`config.mk`:
```
export PLATFORM = sky130hd
export DESIGN_NAME = drop_gate
export DESIGN_NICKNAME = d
export VERILOG_FILES = /design/src/rtl/drop_gate_pkg.sv /design/src/rtl/drop_gate_scan.sv /design/src/rtl/drop_gate_idle.sv /design/src/rtl/drop_gate.sv
export SDC_FILE = /design/constraint.sdc
export NUM_CORES = 1
export LEC_CHECK = 0
export ABC_CLOCK_PERIOD_IN_PS = 3200
export BUFFER_PORTS_ARGS = -buffer_cell sky130_fd_sc_hd__buf_2
export CORE_UTILIZATION = 50
export CTS_BUF_LIST = sky130_fd_sc_hd__clkbuf_8 sky130_fd_sc_hd__clkbuf_16
export CTS_CLUSTER_SIZE = 16
export DETAILED_ROUTE_END_ITERATION = 10
export HOLD_SLACK_MARGIN = 0.02
export PLACE_DENSITY_LB_ADDON = 0.12
export RECOVER_POWER = 100
export SYNTH_ARGS = -nofsm -noshare
export SYNTH_HDL_FRONTEND = slang
export SYNTH_SLANG_ARGS = --single-unit
```
`constraint.sdc`:
```
create_clock -name clk -period 3.2 [get_ports clk]
set_input_delay 0.32 -clock clk [delete_from_list [all_inputs] [get_ports clk]]
set_output_delay 0.32 -clock clk [all_outputs]
set_load 0.02 [all_outputs]
```
`src/rtl/drop_gate_pkg.sv`:
```
package drop_gate_pkg;

   typedef enum logic [1:0] {
      GS_SILENT = 2'd0,
      GS_ACK    = 2'd1,
      GS_OPEN   = 2'd2,
      GS_DRAIN  = 2'd3
   } gate_st_e;

endpackage

```
`src/rtl/drop_gate_scan.sv`:
```
module drop_gate_scan #(
   parameter int NAME_MAX = 8,
   parameter int BYTE_W   = 8,
   parameter int PW       = $clog2(NAME_MAX + 1)
) (
   input  logic                       clk,
   input  logic                       rst_n,
   input  logic                       scan_en,
   input  logic [BYTE_W-1:0]          byte_i,
   input  logic                       byte_vld,
   input  logic [NAME_MAX*BYTE_W-1:0] name_i,
   input  logic [PW-1:0]              len_i,
   output logic                       hit_o
);

   localparam int IW = (NAME_MAX > 1) ? $clog2(NAME_MAX) : 1;

   logic [NAME_MAX-1:0] eq;
   logic [PW-1:0]       pos_q, pos_d, len_eff;

   // compare the incoming byte against every name slot in parallel
   for (genvar g = 0; g < NAME_MAX; g++) begin : g_cmp
      assign eq[g] = (name_i[g*BYTE_W +: BYTE_W] == byte_i);
   end

   // lengths of 0 count as 1, and lengths above the buffer size are cut to NAME_MAX
   always_comb begin
      if (len_i == '0)                 len_eff = PW'(1);
      else if (len_i > PW'(NAME_MAX))  len_eff = PW'(NAME_MAX);
      else                             len_eff = len_i;
   end

   always_comb begin
      pos_d = pos_q;
      hit_o = 1'b0;
      if (!scan_en) begin
         pos_d = '0;
      end else if (byte_vld) begin
         if (eq[pos_q[IW-1:0]]) begin
            if (pos_q + PW'(1) == len_eff) begin
               hit_o = 1'b1;
               pos_d = '0;
            end else begin
               pos_d = pos_q + PW'(1);
            end
         end else if (eq[0]) begin
            // the byte that broke the match may start a fresh one
            if (len_eff == PW'(1)) begin
               hit_o = 1'b1;
               pos_d = '0;
            end else begin
               pos_d = PW'(1);
            end
         end else begin
            pos_d = '0;
         end
      end
   end

   always_ff @(posedge clk or negedge rst_n) begin
      if (!rst_n) pos_q <= '0;
      else        pos_q <= pos_d;
   end

   assert_pos_bound_R3: assert property (@(posedge clk) disable iff (!rst_n)
      pos_q < PW'(NAME_MAX));

   assert_hit_needs_valid_R11: assert property (@(posedge clk) disable iff (!rst_n)
      hit_o |-> (byte_vld && scan_en));

   assert_silent_pos_R10: assert property (@(posedge clk) disable iff (!rst_n)
      !scan_en |=> (pos_q == '0));

endmodule

```
`src/rtl/drop_gate_idle.sv`:
```
module drop_gate_idle #(
   parameter int TMO_W   = 16,
   parameter bit USE_TMO = 1'b1
) (
   input  logic             clk,
   input  logic             rst_n,
   input  logic             run,
   input  logic             byte_vld,
   input  logic [TMO_W-1:0] limit,
   output logic             expire_o
);

   if (USE_TMO) begin : g_tmo
      logic [TMO_W-1:0] cnt_q;

      assign expire_o = run && (limit != '0) && (cnt_q >= limit);

      always_ff @(posedge clk or negedge rst_n) begin
         if (!rst_n)                 cnt_q <= '0;
         else if (!run || byte_vld)  cnt_q <= '0;
         else if (!expire_o)         cnt_q <= cnt_q + TMO_W'(1);
      end

      assert_tmo_zero_off_R8: assert property (@(posedge clk) disable iff (!rst_n)
         expire_o |-> (limit != '0));

      assert_tmo_restart_R8: assert property (@(posedge clk) disable iff (!rst_n)
         (run && byte_vld) |=> !expire_o);
   end else begin : g_no_tmo
      logic unused_in;
      assign unused_in = ^{run, byte_vld, limit, clk, rst_n};
      assign expire_o  = 1'b0;
   end

endmodule

```
`src/rtl/drop_gate.sv`:
```
module drop_gate
   import drop_gate_pkg::*;
#(
   parameter int NAME_MAX = 8,
   parameter int BYTE_W   = 8,
   parameter int TMO_W    = 16,
   parameter bit USE_TMO  = 1'b1,
   parameter int PW       = $clog2(NAME_MAX + 1)
) (
   input  logic                       clk,
   input  logic                       rst_n,
   input  logic [BYTE_W-1:0]          rx_data,
   input  logic                       rx_valid,
   input  logic [NAME_MAX*BYTE_W-1:0] name_cfg,
   input  logic [PW-1:0]              name_len,
   input  logic [BYTE_W-1:0]          ack_char,
   input  logic [BYTE_W-1:0]          eos_char,
   input  logic                       eos_en,
   input  logic                       sess_end,
   input  logic [TMO_W-1:0]           tmo_limit,
   output logic [BYTE_W-1:0]          tx_data,
   output logic                       tx_req,
   input  logic                       tx_ack,
   input  logic                       tx_idle,
   output logic                       drv_en
);

   if (NAME_MAX < 1 || NAME_MAX > 32) begin : g_bad_name
      initial $fatal(1, "drop_gate: NAME_MAX out of range");
   end
   if (BYTE_W < 5 || TMO_W < 2) begin : g_bad_width
      initial $fatal(1, "drop_gate: BYTE_W or TMO_W too small");
   end

   gate_st_e          st_q, st_d;
   logic              name_hit, idle_exp, eos_hit, close_ev;
   logic [BYTE_W-1:0] ack_q;
   logic              dir_q;

   drop_gate_scan #(.NAME_MAX(NAME_MAX), .BYTE_W(BYTE_W), .PW(PW)) u_scan (
      .clk      (clk),
      .rst_n    (rst_n),
      .scan_en  (st_q == GS_SILENT),
      .byte_i   (rx_data),
      .byte_vld (rx_valid),
      .name_i   (name_cfg),
      .len_i    (name_len),
      .hit_o    (name_hit)
   );

   drop_gate_idle #(.TMO_W(TMO_W), .USE_TMO(USE_TMO)) u_idle (
      .clk      (clk),
      .rst_n    (rst_n),
      .run      (st_q == GS_OPEN),
      .byte_vld (rx_valid),
      .limit    (tmo_limit),
      .expire_o (idle_exp)
   );

   assign eos_hit  = eos_en && rx_valid && (rx_data == eos_char);
   assign close_ev = sess_end || eos_hit || idle_exp;

   always_comb begin
      st_d = st_q;
      unique case (st_q)
         GS_SILENT: if (name_hit) st_d = GS_ACK;
         GS_ACK:    if (tx_ack)   st_d = GS_OPEN;
         GS_OPEN:   if (close_ev) st_d = GS_DRAIN;
         GS_DRAIN:  if (tx_idle)  st_d = GS_SILENT;
         default:                 st_d = GS_SILENT;
      endcase
   end

   always_ff @(posedge clk or negedge rst_n) begin
      if (!rst_n) begin
         st_q  <= GS_SILENT;
         dir_q <= 1'b0;
         ack_q <= '0;
      end else begin
         st_q  <= st_d;
         dir_q <= (st_d != GS_SILENT);
         if (st_q == GS_SILENT && name_hit) ack_q <= ack_char;
      end
   end

   assign drv_en  = dir_q;
   assign tx_req  = (st_q == GS_ACK);
   assign tx_data = ack_q;

   assert_req_needs_dir_R2: assert property (@(posedge clk) disable iff (!rst_n)
      tx_req |-> drv_en);

   assert_dir_rise_on_name_R2: assert property (@(posedge clk) disable iff (!rst_n)
      $rose(drv_en) |-> $past(name_hit));

   assert_req_hold_R5: assert property (@(posedge clk) disable iff (!rst_n)
      (tx_req && !tx_ack) |=> tx_req);

   assert_req_data_stable_R5: assert property (@(posedge clk) disable iff (!rst_n)
      (tx_req && !tx_ack) |=> $stable(tx_data));

   assert_req_single_R5: assert property (@(posedge clk) disable iff (!rst_n)
      (tx_req && tx_ack) |=> !tx_req);

   assert_dir_fall_idle_R9: assert property (@(posedge clk) disable iff (!rst_n)
      $fell(drv_en) |-> $past(tx_idle));

endmodule

```
== Yosys cells after proc, flatten, opt, wreduce, memory -nomap -nowiden ==
Index checks and enable logic that the tools add are counted.
Widths: inputs -> output; s select.

* Word-level logic and storage cells: 62
* Output and inout port bits: 10
* Bits in registers: 31
* Input port bits: 115

* Muxes and demuxes: 23
* $lt $le $gt $ge: 3
* Equal/unequal tests: 16
* Add/subtract/negate cells: 2
* Reduce and logical (&&, ||, !) cells: 13

{| class="wikitable"
|+ Operator list
! kind !! number
|-
| $eq 8x8->1 || 9
|-
| $mux 16 || 2
|-
| $mux 4 || 6
|-
| $add 16x1->16 const B || 1
|-
| $ge 16x16->1 || 1
|-
| $reduce_bool 16->1 || 1
|-
| $mux 1 || 9
|-
| $mux 2 || 4
|-
| $pmux 2 s4 || 1
|-
| $logic_and 1x1->1 || 5
|-
| $add 4x1->4 const B || 1
|-
| $eq 2x2->1 const B || 2
|-
| $eq 4x1->1 const B || 1
|-
| $eq 4x4->1 || 1
|-
| $gt 4x4->1 const B || 1
|-
| $logic_not 4->1 || 1
|-
| $lt 3x4->1 const B || 1
|-
| $bmux 1 s3 || 1
|-
| $logic_or 1x1->1 || 3
|-
| $eq 2x1->1 const B || 1
|-
| $logic_not 2->1 || 1
|-
| $ne 2x1->1 const B || 1
|-
| $ne 2x2->1 const B || 1
|-
| $reduce_bool 2->1 || 1
|-
| $logic_not 1->1 || 1
|}

== Logic depth before layout (Yosys ltp) ==
* Depth after elaboration: 12
* Mapped depth: 11
* Mapped depth without buffers: 9

== Modules after synthesis ==
From an unflattened synthesis, not the netlist that was laid out.

* Cells, all modules: 401
* Area total of the unflattened synthesis: 3465.8 µm²

{| class="wikitable"
|+ Modules (own cells, without submodules)
! module !! sequential area each (µm²) !! times used !! area an instance (µm²) !! cells each
|-
| drop_gate_idle || 400.4 || 1 || 1652.8 || 210
|-
| drop_gate_scan || 100.1 || 1 || 1260.0 || 148
|-
| drop_gate || 275.3 || 1 || 553.0 || 43
|}

== Worst setup path before layout ==
No wires, ideal clock.

* Path type: flip-flop to flip-flop
* From: register u_idle.g_tmo.cnt_q[0]
* To: register u_idle.g_tmo.cnt_q[10]
* Stages on the path, launching flop included: 11
* Setup slack: 0.904 ns
* Clock period less this slack: 2.296 ns
* Arrival: 2.218 ns
* Cell sequence: dfrtp_1 inv_1 ha_1 nand2b_1 a21o_1 a211oi_1 o221a_2 a21oi_1 clkbuf_1 or4_1 a21oi_1

* Longest elaborated chain between the ends: 3
* Elaborated cells on any way between the ends: 6
* Those cells by class: 1 x add/sub; 1 x order compare; 1 x eq/ne; 2 x mux; 1 x reduce/logical

{| class="wikitable"
|+ Ends and longest elaborated chain
! element !! line !! text
|-
| from (decl) || drop_gate_idle.sv:14 || <nowiki>logic [TMO_W-1:0] cnt_q;</nowiki>
|-
| from (signal assigned) || drop_gate_idle.sv:21 || <nowiki>else if (!expire_o) cnt_q <= cnt_q + TMO_W'(1);</nowiki>
|-
| $add 16x1->16 / $ge 16x16->1 (equally long branches) || drop_gate_idle.sv:21, drop_gate_idle.sv:16 ||
|-
| $mux 16 / $logic_and 1x1->1 (equally long branches) || drop_gate_idle.sv:21, drop_gate_idle.sv:16 ||
|-
| $mux 16 / $ne 2x1->1 (equally long branches) || n/a ||
|}

Several ways; a longest one is shown, not always the timed one. The select of a mux whose other input is x is not followed.
A chain may end at the register's enable or synchronous reset.

== Worst setup path after layout ==
* From: register u_idle.g_tmo.cnt_q[13]
* To: register u_idle.g_tmo.cnt_q[15]

Same word-level chain as after synthesis.

==> flow_summary.yaml <==
layout:
  nets: 598
  fin_area_mm2: 0.00375
  fillers: 555
  num_antenna_cells: 0
  layout-drive-gt1-share_pct: 30.0
  areaGrowthSynthToFinish_pct: 21.9
synth:
  ys_top_cells_by_area: "dfrtp_1, xor2_1, xnor2_1, ha_1, a21oi_1"
  yosysWarnings: 0
  synthMostInstantiatedCell: "xor2_1"
  yosys.area.top_type: "dfrtp_1"
  synth-edff-count: 0
  synth_common_cells: "xor2_1, xnor2_1, dfrtp_1"
  synthDistinctLibCells: 51
  yosysSeqAreaShare_pct: 25.2
  yosys.area.top_type_share_pct: 25.2
  synth_area_mm2: 0.00308
  synthFlopType: "dfrtp_1"
  avgSynthCellArea_um2: 8.85
  ys_seq_elements: 31
  synthesis.nets: 481
  ys_async_sr_fraction_pct: 100
  synthCells: 348
timing:
  max_freq_mhz: 353
  drv_slew: 32
  worst_pin_slew_ps: 1660
  hold_slack_ps: 269
  fin_crit_ps: 2830
  setup_viol: 0
  fin_skew_ps: 7.39
  timing.final.ws_setup_ps: 371
  slew_headroom_pct: -10.4
  rsz0062_at_grt: "no"
  hold_violations: 0
  tns_ps: 0
  post-route-period-util_pct: 88.4
detailed_routing:
  drt_iter0_drc: 174
  remaining_drc_errors: 0
  drt_first_pass_iters: 4
  via_per_inst: 5.63
  drt_wl_total_um: 8030
  wl_per_cell_um: 14.8
  antenna_left: 0
  vias: 3047
global_route:
  grt_max_degree: 33
  grt_pass1_vias: 2929
  antenna_found_initial: 0
  grt_first_pass_wirelength_um: 13200
  gr-total-overflow: 0
  track_usage_pct: 26.5
pwr:
  leakage_uw: 0.00178
  p_total_uw: 1110
  irDropWorstVdd_v: 0.000273
  powerDensity_mw_per_mm2: 295
die:
  die_area_mm2: 0.00648
  core_area_mm2: 0.00592
  row_count: 28
  ioPinCount: 125
  die-height_um: 80.5
  initial_core_util_pct: 52.0
  die_w_um: 80.5
run_status:
  status: "finished with violations"
  violations: "max-capacitance violations, max-slew violations"
clock_network:
  root_buffer: "clkbuf_8"
  clock_sinks: 31
  cts_tree: "built"
  clk_latency_ps: 280
  postCtsSetupBuffers: 0
  numCtsBuffers: 5
  ctsResizeCount: 0
  ctsLongestPathBuffers: 2
  htreeDepth: 2
  clk_pin_slew_ps: 70
  ctsHoldBuffers: 0
min_path:
  hold_class: "primary input to flop"
run:
  maxCapViolCount: 1
critical_path:
  end_kind: "flop"
  worst_ep_required_time_ps: 3400
  cp_max_fo: 32
  worstPathArrival_ps: 3030
  crit_type: "flop to flop"
  startpoint_type: "flop"
placement:
  dpl.hpwl_um: 6640
  dp_slack_ps: 549
  io_buffers: 124
  gp_congestion: 0.852
  place_area_mm2: 0.00369
## layout by cell type, fill, tap and decap left out, drive strengths merged, types with 2 or more instances in the layout
cell,synthesis,final
o31ai,8,8
a21oi,19,19
nand3,15,15
buf,12,114
a21o,6,6
nor3,7,7
xor2,40,40
or2,3,3
xnor2,36,36
nand2b,3,3
ha,18,18
or3,9,9
clkbuf,4,17
dfrtp,31,31
nor4,12,12
nand4,10,10
nand2,14,14
nor2,13,13
mux2i,3,3
a31oi,2,2
mux2,8,8
and3,5,5
nor2b,8,8
o211ai,2,2
o21ai,12,12
or4,9,9
o2111ai,2,2
inv,19,21
o41ai,5,5
## where the power goes
| part | internal (uW) | switching, uW |
|---|---|---|
| Combinational | 170 | 201 |
| Sequential | 417 | 29.4 |
| Clock | 146 | 146 |
| Total | 733 | 376 |
## worst paths after layout
| check | start | to | slack, ps | cells past startpoint |
|---|---|---|---|---|
| min in group asynchronous | rst_n | u_scan.pos_q[3] | 450 | 1 |
| worst min-delay path | tx_idle | st_q[1] | 270 | 2 |
| worst max-delay path | u_idle.g_tmo.cnt_q[13] | u_idle.g_tmo.cnt_q[15] | 370 | 9 |
| worst max register to register | u_idle.g_tmo.cnt_q[13] | u_idle.g_tmo.cnt_q[15] | 370 | 9 |
| worst min register to register | tx_data[2] | tx_data[2] | 510 | 1 |
| max in group asynchronous | rst_n | u_idle.g_tmo.cnt_q[14] | 1780 | 1 |
## area by class of cell
| cell class | count | area, um2 | area share [%] |
|---|---|---|---|
| Clock buffer | 5 | 68.8 | 1.83 |
| Clock inverter | 3 | 12.5 | 0.333 |
| Inverter | 19 | 71.3 | 1.90 |
| Multi-Input combinational cell | 282 | 2110 | 56.3 |
| Sequential cell | 31 | 776 | 20.7 |
| Tap cell | 75 | 93.8 | 2.50 |
| Timing Repair Buffer | 126 | 619 | 16.5 |
## layer usage
metal / track usage, % / vias to the layer above / share of wire [%]
li1: - / 1491 / -
met1: 34.0 / 1441 / 44
met2: 43.4 / 105 / 48
met3: 6.70 / 10 / 6.3
met4: 7.50 / 0 / 1.5
met5: 0 / - / 0
## kinds of logic after synthesis
group / Yosys count / synth area share, %
buf+inv: 35 / 6.22
flops: 31 / 25.2
compound gates: 65 / 14.8
fa+ha+maj: 18 / 7.31
simple gates: 112 / 20.7
xor+xnor: 76 / 21.9
mux: 11 / 3.90
## sequential cells by signal, indices dropped and copies added (netlist names)
name and cells:
u_idle.g_tmo.cnt_q 16, tx_data 8, u_scan.pos_q 4, st_q 2, drv_en 1
## critical path: stages (launching register included)
cell	delay, ps
dfrtp_1	440
ha_1	310
a21o_1	180
a21o_1	170
a21oi_1	170
o221a_2	190
a21oi_1	60
clkbuf_2	340
or4b_2	690
a21oi_1	180
## stage by stage
step,std cells,util (%)
finish,541,63.4
floorplan,348,-
global route,541,63.4
CTS,541,63.7
detailed placement,533,62.3
global placement,533,62.3
(Power assumes the default switching activity.)
